--- config.mk ---
export PLATFORM = sky130hd
export DESIGN_NAME = smf_top
export DESIGN_NICKNAME = d
export VERILOG_FILES = /design/src/rtl/smf_pkg.sv /design/src/rtl/smf_store.sv /design/src/rtl/smf_level.sv /design/src/rtl/smf_thresh.sv /design/src/rtl/smf_flags.sv /design/src/rtl/smf_top.sv
export SDC_FILE = /design/constraint.sdc
export NUM_CORES = 1
export LEC_CHECK = 0
export BUFFER_PORTS_ARGS = -buffer_cell sky130_fd_sc_hd__buf_4
export CAP_MARGIN = 10
export CORE_ASPECT_RATIO = 0.75
export CORE_MARGIN = 2
export CORE_UTILIZATION = 26
export CTS_CLUSTER_SIZE = 20
export DETAILED_ROUTE_END_ITERATION = 12
export GPL_TIMING_DRIVEN = 0
export HOLD_SLACK_MARGIN = 0.12
export MAX_ROUTING_LAYER = met4
export PLACE_DENSITY = 0.46
export RECOVER_POWER = 100
export SLEW_MARGIN = 20
export SYNTH_ARGS = -nofsm -noshare
export SYNTH_HDL_FRONTEND = slang
export SYNTH_SLANG_ARGS = --single-unit
--- constraint.sdc ---
create_clock -name clk -period 6.35 [get_ports clk]
set_input_delay 1.27 -clock clk [delete_from_list [all_inputs] [get_ports clk]]
set_output_delay 1.27 -clock clk [all_outputs]
set_load 0.1 [all_outputs]
--- src/rtl/smf_pkg.sv ---
package smf_pkg;
  // Default word width of one stored sample.
  localparam int unsigned SMF_DATA_W = 16;

  // Index of each sticky flag inside the flag vector.
  localparam int unsigned SMF_FLAG_OVF = 0;
  localparam int unsigned SMF_FLAG_UNF = 1;
  localparam int unsigned SMF_NFLAGS   = 2;

  // Qualified traffic for one cycle.
  typedef struct packed {
    logic push;
    logic pop;
  } smf_ops_t;

  // Width of a count that must be able to hold the value "depth".
  function automatic int unsigned smf_cnt_w(input int unsigned depth);
    return $clog2(depth) + 1;
  endfunction
endpackage

--- src/rtl/smf_store.sv ---
module smf_store #(
  parameter int unsigned DATA_W = 16,
  parameter int unsigned DEPTH  = 16
) (
  input  logic              clk,
  input  logic              rst_n,
  input  smf_pkg::smf_ops_t ops,
  input  logic [DATA_W-1:0] din,
  output logic [DATA_W-1:0] dout
);
  localparam int unsigned AW = $clog2(DEPTH);

  logic [DATA_W-1:0] mem [DEPTH];
  logic [AW-1:0]     wr_ptr;
  logic [AW-1:0]     rd_ptr;

  // Pointers wrap naturally because DEPTH is a power of two.
  always_ff @(posedge clk or negedge rst_n) begin
    if (!rst_n) begin
      wr_ptr <= '0;
      rd_ptr <= '0;
      dout   <= '0;
    end else begin
      if (ops.push) wr_ptr <= wr_ptr + AW'(1);
      if (ops.pop) begin
        rd_ptr <= rd_ptr + AW'(1);
        dout   <= mem[rd_ptr];
      end
    end
  end

  always_ff @(posedge clk) begin
    if (ops.push) mem[wr_ptr] <= din;
  end

  initial begin
    if ((1 << AW) != DEPTH) $error("smf_store: DEPTH must be a power of two");
  end
endmodule

--- src/rtl/smf_level.sv ---
module smf_level #(
  parameter int unsigned DEPTH = 16,
  localparam int unsigned LW   = $clog2(DEPTH) + 1
) (
  input  logic              clk,
  input  logic              rst_n,
  input  smf_pkg::smf_ops_t ops,
  output logic [LW-1:0]     level,
  output logic              full,
  output logic              empty
);
  always_ff @(posedge clk or negedge rst_n) begin
    if (!rst_n) level <= '0;
    else begin
      unique case ({ops.push, ops.pop})
        2'b10:   level <= level + LW'(1);
        2'b01:   level <= level - LW'(1);
        default: level <= level;
      endcase
    end
  end

  assign full  = (level == LW'(DEPTH));
  assign empty = (level == '0);


  level_bound_chk: assert property (@(posedge clk) disable iff (!rst_n)
    level <= LW'(DEPTH));


  level_step_chk: assert property (@(posedge clk) disable iff (!rst_n)
    (ops.push && !ops.pop) |=> (level == $past(level) + LW'(1)));
endmodule

--- src/rtl/smf_thresh.sv ---
module smf_thresh #(
  parameter int unsigned DEPTH = 16,
  localparam int unsigned LW   = $clog2(DEPTH) + 1
) (
  input  logic          clk,
  input  logic          rst_n,
  input  logic          thr_wr,
  input  logic [LW-1:0] thr_wdata,
  input  logic [LW-1:0] level,
  output logic [LW-1:0] thr_q,
  output logic          irq
);
  logic [LW-1:0] thr_clamped;

  assign thr_clamped = (thr_wdata > LW'(DEPTH)) ? LW'(DEPTH) : thr_wdata;

  always_ff @(posedge clk or negedge rst_n) begin
    if (!rst_n)      thr_q <= '0;
    else if (thr_wr) thr_q <= thr_clamped;
  end

  assign irq = (thr_q != '0) && (level >= thr_q);


  thr_clamp_chk: assert property (@(posedge clk) disable iff (!rst_n)
    thr_wr |=> (thr_q <= LW'(DEPTH)));


  irq_release_chk: assert property (@(posedge clk) disable iff (!rst_n)
    $fell(irq) |-> ((level < $past(level)) || $past(thr_wr)));
endmodule

--- src/rtl/smf_flags.sv ---
module smf_flags #(
  parameter int unsigned NFLAGS = 2
) (
  input  logic              clk,
  input  logic              rst_n,
  input  logic [NFLAGS-1:0] set_ev,
  input  logic [NFLAGS-1:0] clr,
  output logic [NFLAGS-1:0] flags
);
  for (genvar i = 0; i < NFLAGS; i++) begin : g_flag
    always_ff @(posedge clk or negedge rst_n) begin
      if (!rst_n)         flags[i] <= 1'b0;
      else if (set_ev[i]) flags[i] <= 1'b1;
      else if (clr[i])    flags[i] <= 1'b0;
    end

    // a new event always leaves its flag set
    flag_set_chk: assert property (@(posedge clk) disable iff (!rst_n)
      set_ev[i] |=> flags[i]);
  end
endmodule

--- src/rtl/smf_top.sv ---
module smf_top #(
  parameter int unsigned DATA_W = smf_pkg::SMF_DATA_W,
  parameter int unsigned DEPTH  = 16,
  localparam int unsigned LW    = $clog2(DEPTH) + 1
) (
  input  logic              clk,
  input  logic              rst_n,
  input  logic              cv_valid,
  input  logic [DATA_W-1:0] cv_data,
  output logic              cv_ready,
  input  logic              hr_pop,
  output logic [DATA_W-1:0] hr_data,
  output logic [LW-1:0]     level,
  input  logic              thr_wr,
  input  logic [LW-1:0]     thr_wdata,
  output logic [LW-1:0]     thr_q,
  output logic              irq,
  output logic              flag_ovf,
  output logic              flag_unf,
  input  logic              clr_ovf,
  input  logic              clr_unf
);
  import smf_pkg::*;

  smf_ops_t              ops;
  logic                  full;
  logic                  empty;
  logic [SMF_NFLAGS-1:0] set_ev;
  logic [SMF_NFLAGS-1:0] clr_ev;
  logic [SMF_NFLAGS-1:0] flags;

  assign cv_ready = !full;
  assign ops.push = cv_valid && !full;
  assign ops.pop  = hr_pop && !empty;

  assign set_ev[SMF_FLAG_OVF] = cv_valid && full;
  assign set_ev[SMF_FLAG_UNF] = hr_pop && empty;
  assign clr_ev[SMF_FLAG_OVF] = clr_ovf;
  assign clr_ev[SMF_FLAG_UNF] = clr_unf;

  assign flag_ovf = flags[SMF_FLAG_OVF];
  assign flag_unf = flags[SMF_FLAG_UNF];

  smf_store #(.DATA_W(DATA_W), .DEPTH(DEPTH)) u_store (
    .clk(clk), .rst_n(rst_n), .ops(ops), .din(cv_data), .dout(hr_data)
  );

  smf_level #(.DEPTH(DEPTH)) u_level (
    .clk(clk), .rst_n(rst_n), .ops(ops),
    .level(level), .full(full), .empty(empty)
  );

  smf_thresh #(.DEPTH(DEPTH)) u_thresh (
    .clk(clk), .rst_n(rst_n), .thr_wr(thr_wr), .thr_wdata(thr_wdata),
    .level(level), .thr_q(thr_q), .irq(irq)
  );

  smf_flags #(.NFLAGS(SMF_NFLAGS)) u_flags (
    .clk(clk), .rst_n(rst_n), .set_ev(set_ev), .clr(clr_ev), .flags(flags)
  );


  no_overflow_chk: assert property (@(posedge clk) disable iff (!rst_n)
    (cv_valid && !cv_ready) |=> (level <= $past(level)));


  unf_hold_chk: assert property (@(posedge clk) disable iff (!rst_n)
    (hr_pop && level == '0) |=> $stable(hr_data));


  ready_full_chk: assert property (@(posedge clk) disable iff (!rst_n)
    (level == LW'(DEPTH)) |-> !cv_ready);
endmodule

== Word level (Yosys, flattened, before mapping) ==
Memory sizes are Yosys's and may differ from the RTL's. A register that Yosys moved wholly into a read port is not among the register bits.
Cells that the tools add are included.

* Add/sub/neg operators: 4
* Magnitude comparators: 2
* Equality and inequality tests: 3
* Muxes and demuxes: 8
* Reductions and logical operators: 13

{| class="wikitable"
|+ Operator list
! cell !! number
|-
| $pmux W5 S2 || 1
|-
| $add A4 B1 Y4 const B || 2
|-
| $mux W1 || 6
|-
| $reduce_bool A2 Y1 || 3
|-
| $add A5 B1 Y5 const B || 1
|-
| $eq A5 B5 Y1 const B || 1
|-
| $ge A5 B5 Y1 || 1
|-
| $gt A5 B5 Y1 const B || 1
|-
| $logic_and A1 B1 Y1 || 5
|-
| $logic_not A5 Y1 || 1
|-
| $mux W5 || 1
|-
| $reduce_bool A5 Y1 || 1
|-
| $sub A5 B1 Y5 const B || 1
|-
| $logic_not A1 Y1 || 3
|-
| $eq A2 B1 Y1 const B || 1
|-
| $eq A2 B2 Y1 const B || 1
|}

* Flip-flop bits (word level): 20
* Memory bits (writable): 256
* Input bits: 28
* Output and inout bits: 30
* Word-level logic and storage cells: 37
* Memories kept: 1

{| class="wikitable"
|+ Memory list
! memory !! words !! bits a word !! rd ports !! clocked after memory_dff !! write ports !! RTL line !! source
|-
| u_store.mem || 16 || 16 || 1 || 1 || 1 || smf_store.sv:13 || <nowiki>logic [DATA_W-1:0] mem [DEPTH];</nowiki>
|}

== Longest topological paths before layout ==
Gate-level depths: netlist of run 1.

* Word-level depth: 5
* Gate-level depth with buffers: 14
* Gate-level depth less buffers: 11

== Modules after synthesis ==
From an unflattened synthesis of run 1, not the netlist that was laid out.

* Cells, all modules: 570
* Area total of the unflattened synthesis: 11667.4 sq um

{| class="wikitable"
|+ By module, submodules not included
! module !! times used !! cells an instance !! area each (sq um) !! sequential area each (sq um)
|-
| smf_store || 1 || 481 || 10812.9 || 8287.9
|-
| smf_level || 1 || 44 || 424.2 || 125.1
|-
| smf_thresh || 1 || 34 || 325.3 || 125.1
|-
| smf_flags || 1 || 6 || 72.6 || 50.0
|-
| smf_top || 1 || 5 || 32.5 || 0.0
|}

== Worst setup path before layout of run 1 ==
Ideal clock, no wire load.

* Path type: flip-flop to output port
* Start point: register u_level.level[0]
* End point: output port irq
* Arrival time: 3184 ps
* Required time: 5080 ps
* Slack: 1896 ps
* Stages on the path, launching flop included: 8
* Buffers on the path: 0
* Cell sequence: dfrtp_1 > inv_1 > ha_1 > nand2b_1 > a21oi_1 > nor2b_1 > o21ai_0 > a21oi_1

* Word-level cells in the longest chain between the ends: 2

{| class="wikitable"
|+ RTL lines
! what !! RTL line !! source
|-
| start, declared || smf_level.sv:8 || <nowiki>output logic [LW-1:0] level,</nowiki>
|-
| start signal, assigned || smf_level.sv:16 || <nowiki>2'b10: level <= level + LW'(1);</nowiki>
|-
| start signal, assigned || smf_level.sv:17 || <nowiki>2'b01: level <= level - LW'(1);</nowiki>
|-
| start signal, assigned || smf_level.sv:18 || <nowiki>default: level <= level;</nowiki>
|-
| $ge A5 B5 Y1 || smf_thresh.sv:22 || <nowiki>assign irq = (thr_q != '0) && (level >= thr_q);</nowiki>
|-
| $logic_and A1 B1 Y1 || smf_thresh.sv:22 ||
|-
| end, declared || smf_top.sv:17 || <nowiki>output logic irq,</nowiki>
|}

No other way between the ends.

== Worst setup path after layout of run 1 ==
Same ends and word-level chain as after synthesis.

==> impl_table.tex, run 1 <==
\begin{tabular}{lr}
\hline
Metric & Value \\
\hline
\multicolumn{2}{l}{\textbf{Placement}} \\
Detailed-placement wirelength estimate & 17.88 mm \\
Port Buf Inserts & 56 \\
Placed inst area & 13020 um\^{}2 \\
GP Congestion & 0.7138 \\
\multicolumn{2}{l}{\textbf{Flow run}} \\
Number of maximum-capacitance constraint violations & 8 \\
\multicolumn{2}{l}{\textbf{Drt}} \\
Detailed-route via count & 5664 \\
Via/cell ratio & 4.370 \\
Antenna viol nets, final & 0 \\
WL per Instance & 20.97 um \\
Total Routed Length & 27.18 mm \\
DRC violation total after the first TritonRoute iteration & 468 \\
Number of remaining DRC errors & 0 \\
Number of iterations in the first detailed-routing pass & 4 \\
\multicolumn{2}{l}{\textbf{Setup path}} \\
Class of the most critical setup path & reg -> out \\
Maximum net fanout on the critical path & 8 \\
Kind of start point of the critical path & flop \\
Reg2Reg Capture Point & u\_level.level[4] \\
Crit Reg-Reg Startpoint & u\_level.level[1] \\
Critical path destination & irq \\
Setup slack of the most critical reg-to-reg path & 2.44 ns \\
Worst EP arrival & 2.82 ns \\
Nature of the critical path endpoint & primary output \\
Worst Reg2Reg Path Length in Cells & 13 \\
Critical path launch point & u\_level.level[0] \\
Critical Path RT & 5.08 ns \\
\multicolumn{2}{l}{\textbf{Cells and area}} \\
Antenna diode instance count & 0 \\
Layout overhead on the synthesized area & 16.32\% \\
Final Cell Area & 13560 um\^{}2 \\
Layout cell share with drive strength beyond 1 & 0.2296 \\
Number of fillers in the final layout & 4421 \\
Post-layout net count & 727 \\
\multicolumn{2}{l}{\textbf{GRT}} \\
Via count of the first global-routing pass & 5987 \\
Global-route wire length before repair & 41.01 mm \\
Overall routing resource usage & 0.1215 \\
Global-route congestion overflow total & 0 \\
Number of antenna violations at the first check in global routing & 0 \\
Maximum number of pins on one net before global-route repair & 37 \\
\multicolumn{2}{l}{\textbf{Timing}} \\
Maximum operating frequency & 0.2445 GHz \\
Final period demand of the worst path & 4.090 ns \\
Fin Hold WS & 0.5262 ns \\
Transition at the pin with the smallest max-transition slack & 2.141 ns \\
Final setup violation count & 0 \\
Final Max Slew Viols & 156 \\
Unrepaired setup endpoints after global routing & false \\
Setup TNS & 0 ns \\
Number of hold violations in the final report & 0 \\
Setup Skew & 0.008103 ns \\
Final clock period utilization by the worst path & 0.6441 \\
Rel. slew slack & -0.4274 \\
\multicolumn{2}{l}{\textbf{Die}} \\
Horiz. Die Dim & 248.5 um \\
Num ports & 58 \\
Height of the die & 187.4 um \\
Number of core rows & 67 \\
Core region area & 44430 um\^{}2 \\
Starting density of the core & 0.2624 \\
Full die area & 46570 um\^{}2 \\
\multicolumn{2}{l}{\textbf{Status}} \\
Status & finished, violations left \\
Failing checks & max-capacitance violations, max-slew violations \\
\multicolumn{2}{l}{\textbf{Logic synthesis}} \\
Most common cell in the synthesized netlist & edfxtp\_1 \\
Cell area after synthesis & 11660 um\^{}2 \\
Post-synthesis cell count & 583 \\
Ys Warns & 0 \\
Post-synth EDFFs & 256 \\
Flip-flop cell with the highest count after synthesis & edfxtp\_1 \\
Number of different library cells in the post-synthesis netlist & 40 \\
Cell type with the largest total area after synthesis & edfxtp\_1 \\
Sequential element share of the synthesized area & 0.7366 \\
Fraction of post-synthesis cell area in the top cell type by area & 0.6594 \\
Top post-synthesis cells by count & edfxtp\_1 (256), mux4\_2 (64), dfrtp\_1 (36) \\
Average cell area after synthesis & 20.00 um\^{}2 \\
Fraction of registers with async set or reset after synthesis & 0.1233 \\
Synthesized net count & 625 \\
Dominant cells by area after synthesis & edfxtp\_1 (66\%), mux4\_2 (12\%), dfrtp\_1 (7.7\%) \\
Register bit count reported by yosys & 292 \\
\multicolumn{2}{l}{\textbf{Clocking}} \\
Worst-case clock buffer depth & 3 \\
Number of H-tree levels & 1 \\
Total clock sinks & 292 \\
Root Driver & clkbuf\_16 \\
Clock latency reported for the late side of the worst-skew pair & 0.57 ns \\
Hold\_buf cts & 0 \\
TritonCTS clock tree & done \\
Number of post-CTS setup repair buffers & 0 \\
Cts repair resizes & 0 \\
Num CTS Buffers & 31 \\
Clock edge transition at the registers on the reported setup and hold paths & 0.06 ns \\
\multicolumn{2}{l}{\textbf{Power}} \\
Clock share of power & 0.261 \\
Static Leak & 4.323 nW \\
Sw power & 2.441 mW \\
Share of power burned in combinational logic & 0.360 \\
Switching part of the total & 0.3713 \\
Internal Power & 4.133 mW \\
Part of the total power dissipated in sequential elements & 0.380 \\
Peak supply drop & 0.2091 mV \\
Pwr per Cell Area & 484.8 nW/um\^{}2 \\
\multicolumn{2}{l}{\textbf{Worst hold path}} \\
Hold path cells & 2 \\
Classification of the worst-slack hold path & reg -> reg \\
\hline
\end{tabular}
sequential cells by signal (all words and copies together), names as in the netlist:
register        cells
u_store.dout       16
u_store.rd_ptr      4
u_store.mem       256
u_thresh.thr_q      5
u_store.wr_ptr      4
u_level.level       5
u_flags.flags       2
layout make-up:
type	instances	area [um^2]	share of cell area
inverters	12	45.04	0.003321
repair buffers	69	292.8	0.02159
clock buffers	40	849.6	0.06264
clock inverters	18	113.9	0.008396
plain buffers	34	175.2	0.01292
flip-flops and latches	292	8588	0.6333
well taps	586	733.2	0.05406
multi-input cells	245	2764	0.2038
per-layer routing:
metal	part of all wire	wire length, um	vias to the layer above	GRT usage
li1	-	-	2563	-
met1	0.47	12670	2954	0.1791
met2	0.45	12280	112	0.1747
met3	0.062	1676	35	0.01976
met4	0.020	554	0	0.02879
met5	0	0	-	-
stage by stage:
stage / std cells / setup WS (ns) / util / total power, mW
floorplan: 583 / 1.896 / - / 4.333
CTS: 1296 / 2.733 / 0.3148 / 6.832
finish: 1296 / 2.260 / 0.3052 / 6.574
global route: 1296 / 2.086 / 0.3052 / 6.893
detailed placement: 1238 / 2.731 / 0.2931 / 5.103
global placement: 1225 / 1.543 / 0.2884 / 5.049
worst max-delay path, cell delays in order, from the launching register on:
cell	delay, ns
dfrtp_1	0.53
inv_1	0.10
ha_1	0.28
nand2b_1	0.09
a21oi_1	0.06
nor2b_1	0.09
o21ai_0	0.08
a21oi_1	0.14
clkbuf_1	0.88
power by group through the flow:
stage          clock network [mW]  registers [mW]  logic (mW)
3_5_place_dp                    0            2.54        2.56
3_3_place_gp                    0            2.54        2.50
2_1_floorplan                   0            3.02        1.32
5_1_grt                      1.83            2.52        2.54
6_report                     1.71            2.50        2.37
4_1_cts                      1.76            2.50        2.57
cells by family after synthesis:
kind of cell    Yosys count  share of synthesized area
flops                   292                     0.7366
mux                      82                     0.1413
compound gates           72                    0.04593
simple gates             65                    0.02941
buf+inv                  46                    0.02264
fa+ha+maj                14                    0.01502
xor+xnor                 12                   0.009015
worst min-delay path by stage:
stage / slack (ns) / from / endpoint
CTS: 0.53 / u_flags.flags[0] / u_flags.flags[0]
floorplan: 0.57 / u_store.wr_ptr[0] / u_store.wr_ptr[3]
detailed placement: 0.52 / u_flags.flags[1] / u_flags.flags[1]
global route: 0.55 / u_flags.flags[0] / u_flags.flags[0]
finish: 0.53 / u_flags.flags[0] / u_flags.flags[0]
global placement: 0.52 / u_flags.flags[1] / u_flags.flags[1]
layout by cell type (no fill, tap or decap), drive strengths merged, types with 2 or more instances in the layout:
cell,instances
nand4,3
a21oi,21
clkinv,14
dfrtp,36
nand2,14
inv,13
clkinvlp,2
clkbuf,115
xor2,6
nor2b,17
a211oi,16
mux2,18
edfxtp,256
ha,14
buf,28
xnor2,6
o21ai,13
nor2,16
nand3b,4
nor3,4
o22ai,17
mux4,64
nand2b,3
Power figures use the tool's default switching activity.
==> run 2: changes to the inputs <==
- clock period: 6.35 -> 4.15 ns (I/O delays scaled with it)
==> impl_table.tex, run 2 (same netlist as run 1, synthesis figures left out) <==
\begin{tabular}{lr}
\hline
Metric & Value \\
\hline
\multicolumn{2}{l}{\textbf{Status}} \\
Status & finished, violations left \\
Failing checks & max-capacitance violations, max-slew violations \\
\multicolumn{2}{l}{\textbf{Placement}} \\
Worst slack at placement & 0.8001 ns (-1.931 ns) \\
Port Buf Inserts & 56 (unchanged) \\
Detailed-placement wirelength estimate & 17.93 mm (+0.31\%) \\
GP Congestion & 0.7129 (-0.13\%) \\
Placed inst area & 13070 um\^{}2 (+0.39\%) \\
\multicolumn{2}{l}{\textbf{Worst hold path}} \\
Classification of the worst-slack hold path & in -> reg \\
\multicolumn{2}{l}{\textbf{Timing}} \\
Setup WS post-layout & 0.5855 ns (-1.674 ns) \\
Maximum operating frequency & 0.2805 GHz \\
Final setup violation count & 0 (unchanged) \\
Final Max Slew Viols & 63 (-60\%) \\
Rel. slew slack & -0.3977 (+0.02970) \\
Setup Skew & 0.01562 ns (+0.007515 ns) \\
Setup TNS & 0 ns (unchanged) \\
Unrepaired setup endpoints after global routing & false \\
Final period demand of the worst path & 3.564 ns \\
Final clock period utilization by the worst path & 0.8589 \\
Number of hold violations in the final report & 0 (unchanged) \\
Transition at the pin with the smallest max-transition slack & 2.097 ns (-0.04455 ns) \\
\multicolumn{2}{l}{\textbf{Cells and area}} \\
Final Cell Area & 13740 um\^{}2 (+1.3\%) \\
Max reg flops & 256 (unchanged) \\
Number of fillers in the final layout & 4363 (-1.3\%) \\
Layout overhead on the synthesized area & 17.89\% \\
Top register by number of flip-flops & u\_store.mem \\
Top library cells by usage in the layout, fill and taps aside & edfxtp\_1 (256), clkbuf\_1 (83), mux4\_2 (64) \\
Biggest regs & u\_store.mem: 256 flops, u\_store.dout: 16 flops \\
Layout cell share with drive strength beyond 1 & 0.2468 (+0.01725) \\
Antenna diode instance count & 0 (unchanged) \\
Post-layout net count & 728 (+0.14\%) \\
Leading cell type in the layout, fill and taps excluded & edfxtp\_1 \\
Multi-input combinational cell area & 2819 um\^{}2 (+2.0\%) \\
Sequential standard cell area & 8588 um\^{}2 (unchanged) \\
\multicolumn{2}{l}{\textbf{Die}} \\
Num ports & 58 (unchanged) \\
Number of core rows & 67 (unchanged) \\
Horiz. Die Dim & 248.5 um (unchanged) \\
Full die area & 46570 um\^{}2 (unchanged) \\
Height of the die & 187.4 um (unchanged) \\
Starting density of the core & 0.2624 (unchanged) \\
Core region area & 44430 um\^{}2 (unchanged) \\
\multicolumn{2}{l}{\textbf{Setup path}} \\
Kind of start point of the critical path & flop \\
Path length in cells of the critical path & 8 (unchanged) \\
Critical Path RT & 3.32 ns (-1.76 ns) \\
Library cell contributing the largest single delay on the critical path & clkbuf\_1 \\
Worst Reg2Reg Path Length in Cells & 13 (unchanged) \\
Max stage delay on crit path & 0.89 ns (about the same) \\
Most prevalent standard cell on the critical path & a21oi\_1 \\
Kind of cell with the highest combined delay on the critical path & buffers and inverters \\
Critical path launch point & u\_level.level[0] \\
Critical path destination & irq \\
Ordered list of cells on the worst path & inv\_1 > ha\_1 > nand2b\_1 > a21oi\_1 > nor2b\_1 > o21ai\_0 > a21oi\_1 > clkbuf\_1 \\
Setup slack of the most critical reg-to-reg path & 0.65 ns (-1.79 ns) \\
Worst EP arrival & 2.73 ns (-0.09 ns) \\
Crit Reg-Reg Startpoint & u\_level.level[2] \\
Nature of the critical path endpoint & primary output \\
Buf+Inv Stages, Crit Path & 2 (unchanged) \\
Class of the most critical setup path & reg -> out \\
Maximum net fanout on the critical path & 8 (unchanged) \\
Reg2Reg Capture Point & u\_level.level[4] \\
\multicolumn{2}{l}{\textbf{Clocking}} \\
Number of H-tree levels & 2 (+1) \\
Cts repair resizes & 0 (unchanged) \\
Number of post-CTS setup repair buffers & 0 (unchanged) \\
Clock edge transition at the registers on the reported setup and hold paths & 0.06 ns (about the same) \\
Clock latency reported for the late side of the worst-skew pair & 0.51 ns (-0.06 ns) \\
Total clock sinks & 292 (unchanged) \\
Worst-case clock buffer depth & 3 (unchanged) \\
Num CTS Buffers & 34 (+9.7\%) \\
TritonCTS clock tree & done \\
Root Driver & clkbuf\_16 \\
Hold\_buf cts & 0 (unchanged) \\
\multicolumn{2}{l}{\textbf{Power}} \\
Part of the total power dissipated in sequential elements & 0.370 (-0.010) \\
Peak supply drop & 0.2971 mV (+42\%) \\
Overall Power & 10.31 mW (+57\%) \\
Internal Power & 6.537 mW (+58\%) \\
Sw power & 3.772 mW (+55\%) \\
Switching part of the total & 0.3659 (-0.005398) \\
Static Leak & 4.396 nW (+1.7\%) \\
Pwr per Cell Area & 750.0 nW/um\^{}2 (+55\%) \\
Share of power burned in combinational logic & 0.359 (about the same) \\
Clock share of power & 0.271 (+0.010) \\
\multicolumn{2}{l}{\textbf{Drt}} \\
Via/cell ratio & 4.357 (-0.31\%) \\
Detailed-route via count & 5642 (-0.39\%) \\
Number of remaining DRC errors & 0 (unchanged) \\
Antenna viol nets, final & 0 (unchanged) \\
WL per Instance & 21.26 um (+1.4\%) \\
Number of iterations in the first detailed-routing pass & 4 (unchanged) \\
Total Routed Length & 27.53 mm (+1.3\%) \\
DRC violation total after the first TritonRoute iteration & 315 (-33\%) \\
\multicolumn{2}{l}{\textbf{GRT}} \\
Overall routing resource usage & 0.1225 (+0.001066) \\
Via count of the first global-routing pass & 6016 (+0.48\%) \\
Number of antenna violations at the first check in global routing & 0 (unchanged) \\
Global-route congestion overflow total & 0 (unchanged) \\
Global-route wire length before repair & 41.03 mm (about the same) \\
Maximum number of pins on one net before global-route repair & 37 (unchanged) \\
\multicolumn{2}{l}{\textbf{Flow run}} \\
Number of maximum-capacitance constraint violations & 3 (-5) \\
\hline
\end{tabular}
-- run 2: cell types whose count changed in the layout (fill, tap and decap cells not counted), sizes merged --
cell	change
clkinv	-5
clkbuf	+4
clkinvlp	-2
buf	+1
bufinv	+1
-- run 2: area by class of cell --
| class | count | share of cell area |
|---|---|---|
| well taps | 586 | 0.05335 |
| clock inverters | 12 | 0.007829 |
| repair buffers | 67 | 0.02321 |
| inverters | 12 | 0.003277 |
| clock buffers | 47 | 0.06700 |
| flip-flops and latches | 292 | 0.6249 |
| multi-input cells | 245 | 0.2051 |
| plain buffers | 34 | 0.01538 |
-- run 2: power by group through the flow --
stage                     logic (mW)  clock network (mW)  registers, mW
after detailed placement        3.96                   0           3.88
final                           3.70                2.79           3.82
after CTS                       3.96                2.86           3.83
after global placement          3.85                   0           3.89
after global routing            3.96                2.99           3.86
after floorplan                 2.03                   0           4.61
-- run 2: worst min path at each step --
| stage | slack (ns) | cells after the start | end | startpoint |
|---|---|---|---|---|
| finish | 0.50 | 2 | u_flags.flags[1] | clr_unf |
| global route | 0.49 | 2 | u_flags.flags[1] | clr_unf |
| CTS | 0.29 | 1 | u_flags.flags[1] | rst_n |
| detailed placement | 0.52 | 2 | u_flags.flags[1] | u_flags.flags[1] |
| global placement | 0.52 | 2 | u_flags.flags[1] | u_flags.flags[1] |
| floorplan | 0.53 | 0 | u_flags.flags[0] | rst_n |
-- run 2: per-layer routing --
layer / vias up / GRT usage / wire length [um]
met1: 2941 / 0.1793 / 13510
met2: 92 / 0.1762 / 12380
met4: 0 / 0.03086 / 460
met5: - / - / 0
met3: 39 / 0.02087 / 1181
li1: 2570 / - / -
-- run 2: metrics by stage --
stage | util | std cells | hold WS [ns]
after floorplan | - | 583 | 0.5344
after global placement | 0.2889 | 1225 | 0.5174
after detailed placement | 0.2942 | 1236 | 0.5187
after CTS | 0.3174 | 1295 | 0.2855
after global routing | 0.3093 | 1295 | 0.4927
final | 0.3093 | 1295 | 0.5029
==> run 3: changes to the inputs <==
- BUFFER_PORTS_ARGS: -buffer_cell sky130_fd_sc_hd__buf_4 -> -buffer_cell sky130_fd_sc_hd__buf_2
==> impl_table.tex, run 3 (same netlist as run 1, synthesis figures left out) <==
\begin{tabular}{lr}
\hline
Metric & Value \\
\hline
\multicolumn{2}{l}{\textbf{Status}} \\
Status & finished, violations left \\
Failing checks & max-capacitance violations, max-slew violations \\
\multicolumn{2}{l}{\textbf{Drt}} \\
Number of remaining DRC errors & 0 (unchanged) \\
WL per Instance & 20.77 um (-2.3\%) \\
Via/cell ratio & 4.370 (+0.30\%) \\
Number of iterations in the first detailed-routing pass & 4 (unchanged) \\
Antenna viol nets, final & 0 (unchanged) \\
Detailed-route via count & 5637 (-0.089\%) \\
Total Routed Length & 26.80 mm (-2.7\%) \\
DRC violation total after the first TritonRoute iteration & 428 (+36\%) \\
\multicolumn{2}{l}{\textbf{Cells and area}} \\
Final Cell Area & 13620 um\^{}2 (-0.92\%) \\
Top library cells by usage in the layout, fill and taps aside & edfxtp\_1 (256), clkbuf\_1 (81), mux4\_2 (64) \\
Number of fillers in the final layout & 4364 (+0.023\%) \\
Multi-input combinational cell area & 2824 um\^{}2 (+0.18\%) \\
Top register by number of flip-flops & u\_store.mem \\
Share of the core filled with cells in the final layout & 0.3065 (-0.002844) \\
Leading cell type in the layout, fill and taps excluded & edfxtp\_1 \\
Layout overhead on the synthesized area & 16.81\% \\
Layout cell share with drive strength beyond 1 & 0.2443 (-0.002508) \\
Post-layout net count & 723 (-0.69\%) \\
Sequential standard cell area & 8588 um\^{}2 (unchanged) \\
Max reg flops & 256 (unchanged) \\
Number of non-filler instances in the completed layout & 1290 (-0.39\%) \\
Biggest regs & u\_store.mem: 256 flops, u\_store.dout: 16 flops \\
Antenna diode instance count & 0 (unchanged) \\
\multicolumn{2}{l}{\textbf{Power}} \\
Peak supply drop & 0.3544 mV (+19\%) \\
Part of the total power dissipated in sequential elements & 0.380 (+0.010) \\
Switching part of the total & 0.3682 (+0.002326) \\
Share of power burned in combinational logic & 0.366 (+0.007) \\
Sw power & 3.698 mW (-2.0\%) \\
Internal Power & 6.345 mW (-2.9\%) \\
Static Leak & 4.335 nW (-1.4\%) \\
Overall Power & 10.04 mW (-2.6\%) \\
Clock share of power & 0.254 (-0.017) \\
Pwr per Cell Area & 737.5 nW/um\^{}2 (-1.7\%) \\
\multicolumn{2}{l}{\textbf{Placement}} \\
Placed inst area & 12930 um\^{}2 (-1.1\%) \\
Detailed-placement wirelength estimate & 17.60 mm (-1.9\%) \\
\# placed instances & 1235 (-0.081\%) \\
Port Buf Inserts & 56 (unchanged) \\
GP Congestion & 0.7286 (+2.2\%) \\
\multicolumn{2}{l}{\textbf{Setup path}} \\
Kind of cell with the highest combined delay on the critical path & buffers and inverters \\
Kind of start point of the critical path & flop \\
Most prevalent standard cell on the critical path & a21oi\_1 \\
Worst EP arrival & 2.84 ns (+0.11 ns) \\
Critical Path RT & 3.32 ns (about the same) \\
Max stage delay on crit path & 0.88 ns (about the same) \\
Library cell contributing the largest single delay on the critical path & clkbuf\_1 \\
Buf+Inv Stages, Crit Path & 2 (unchanged) \\
Class of the most critical setup path & reg -> out \\
Nature of the critical path endpoint & primary output \\
Maximum net fanout on the critical path & 8 (unchanged) \\
Ordered list of cells on the worst path & inv\_1 > ha\_1 > nand2b\_1 > a21oi\_1 > nor2b\_1 > o21ai\_0 > a21oi\_1 > clkbuf\_1 \\
\multicolumn{2}{l}{\textbf{Timing}} \\
Rel. slew slack & -0.3627 (+0.03508) \\
Final Max Slew Viols & 37 (-41\%) \\
Final clock period utilization by the worst path & 0.8839 (+0.02494) \\
Unrepaired setup endpoints after global routing & false \\
Setup Skew & 0.01303 ns (-0.002589 ns) \\
Final period demand of the worst path & 3.668 ns (+0.1035 ns) \\
Transition at the pin with the smallest max-transition slack & 2.044 ns (-0.05262 ns) \\
Final setup violation count & 0 (unchanged) \\
Maximum operating frequency & 0.2726 GHz (-2.8\%) \\
Setup TNS & 0 ns (unchanged) \\
Number of hold violations in the final report & 0 (unchanged) \\
\multicolumn{2}{l}{\textbf{Die}} \\
Full die area & 46570 um\^{}2 (unchanged) \\
Number of core rows & 67 (unchanged) \\
Horiz. Die Dim & 248.5 um (unchanged) \\
Num ports & 58 (unchanged) \\
Height of the die & 187.4 um (unchanged) \\
Core region area & 44430 um\^{}2 (unchanged) \\
Starting density of the core & 0.2624 (unchanged) \\
\multicolumn{2}{l}{\textbf{Clocking}} \\
Hold\_buf cts & 0 (unchanged) \\
Num CTS Buffers & 30 (-12\%) \\
Clock edge transition at the registers on the reported setup and hold paths & 0.06 ns (about the same) \\
Clock latency reported for the late side of the worst-skew pair & 0.56 ns (+0.05 ns) \\
Worst-case clock buffer depth & 3 (unchanged) \\
Root Driver & clkbuf\_16 \\
TritonCTS clock tree & done \\
Cts repair resizes & 0 (unchanged) \\
Number of post-CTS setup repair buffers & 0 (unchanged) \\
Total clock sinks & 292 (unchanged) \\
Number of H-tree levels & 1 (-1) \\
\multicolumn{2}{l}{\textbf{GRT}} \\
Number of antenna violations at the first check in global routing & 0 (unchanged) \\
Global-route wire length before repair & 39.69 mm (-3.3\%) \\
Overall routing resource usage & 0.1187 (-0.003770) \\
Global-route congestion overflow total & 0 (unchanged) \\
Maximum number of pins on one net before global-route repair & 37 (unchanged) \\
Via count of the first global-routing pass & 5855 (-2.7\%) \\
\multicolumn{2}{l}{\textbf{Flow run}} \\
Number of maximum-capacitance constraint violations & 1 (-2) \\
\multicolumn{2}{l}{\textbf{Worst hold path}} \\
Classification of the worst-slack hold path & in -> reg \\
\hline
\end{tabular}
run 3: cell count changes in the layout (fill, tap and decap cells not counted), sizes merged:
| cell | before | now |
|---|---|---|
| clkbuf | 119 | 113 |
| clkinv | 9 | 11 |
| inv | 13 | 12 |
run 3: worst paths after layout:
| kind | startpoint | end | slack [ns] | depth (start not counted) |
|---|---|---|---|---|
| worst max-delay path | u_level.level[0] | irq | 0.48 | 8 |
| worst min-delay path | clr_unf | u_flags.flags[1] | 0.46 | 2 |
| worst max register to register | u_level.level[2] | u_level.level[4] | 0.68 | 13 |
| worst min register to register | u_flags.flags[1] | u_flags.flags[1] | 0.52 | 2 |
| max in group asynchronous | rst_n | u_store.dout[13] | 2.12 | 1 |
| min in group asynchronous | rst_n | u_flags.flags[0] | 0.85 | 1 |
run 3: power by group through the flow:
stage	logic [mW]	registers, mW	clock network, mW
2_1_floorplan	2.03	4.61	0
3_3_place_gp	3.76	3.88	0
3_5_place_dp	3.87	3.88	0
4_1_cts	3.88	3.82	2.63
5_1_grt	3.94	3.85	2.73
6_report	3.68	3.82	2.55
run 3: worst reg2reg max path: cells and delay by family, from the launching register on:
family / cells / cell delay [ns]
AOI/OAI and AO/OA: 4 / 0.79
xor gates and xnor gates: 2 / 0.36
adders and majority gates: 2 / 0.45
buffers and inverters: 4 / 0.79
DFF: 1 / 0.42
and+or+nand+nor: 1 / 0.53
run 3: through the flow:
stage	hold slack, ns	worst slack [ns]
2_1_floorplan	0.5344	0.1362
3_3_place_gp	0.5091	0.4636
3_5_place_dp	0.5126	0.8137
4_1_cts	0.3885	0.7874
5_1_grt	0.4419	0.3578
6_report	0.4599	0.4820
run 3: layout make-up:
type / instances / area share
repair buffers: 66 / 0.02150
multi-input cells: 245 / 0.2074
clock inverters: 13 / 0.007810
plain buffers: 34 / 0.01553
clock buffers: 42 / 0.06000
well taps: 586 / 0.05384
inverters: 12 / 0.003308
flip-flops and latches: 292 / 0.6306
run 3: routing by layer:
layer | up-vias | global-route usage | share of wire
met5 | - | - | 0
met4 | 0 | 0.02672 | 0.016
met3 | 37 | 0.01990 | 0.062
met2 | 95 | 0.1777 | 0.46
met1 | 2951 | 0.1693 | 0.47
li1 | 2554 | - | -
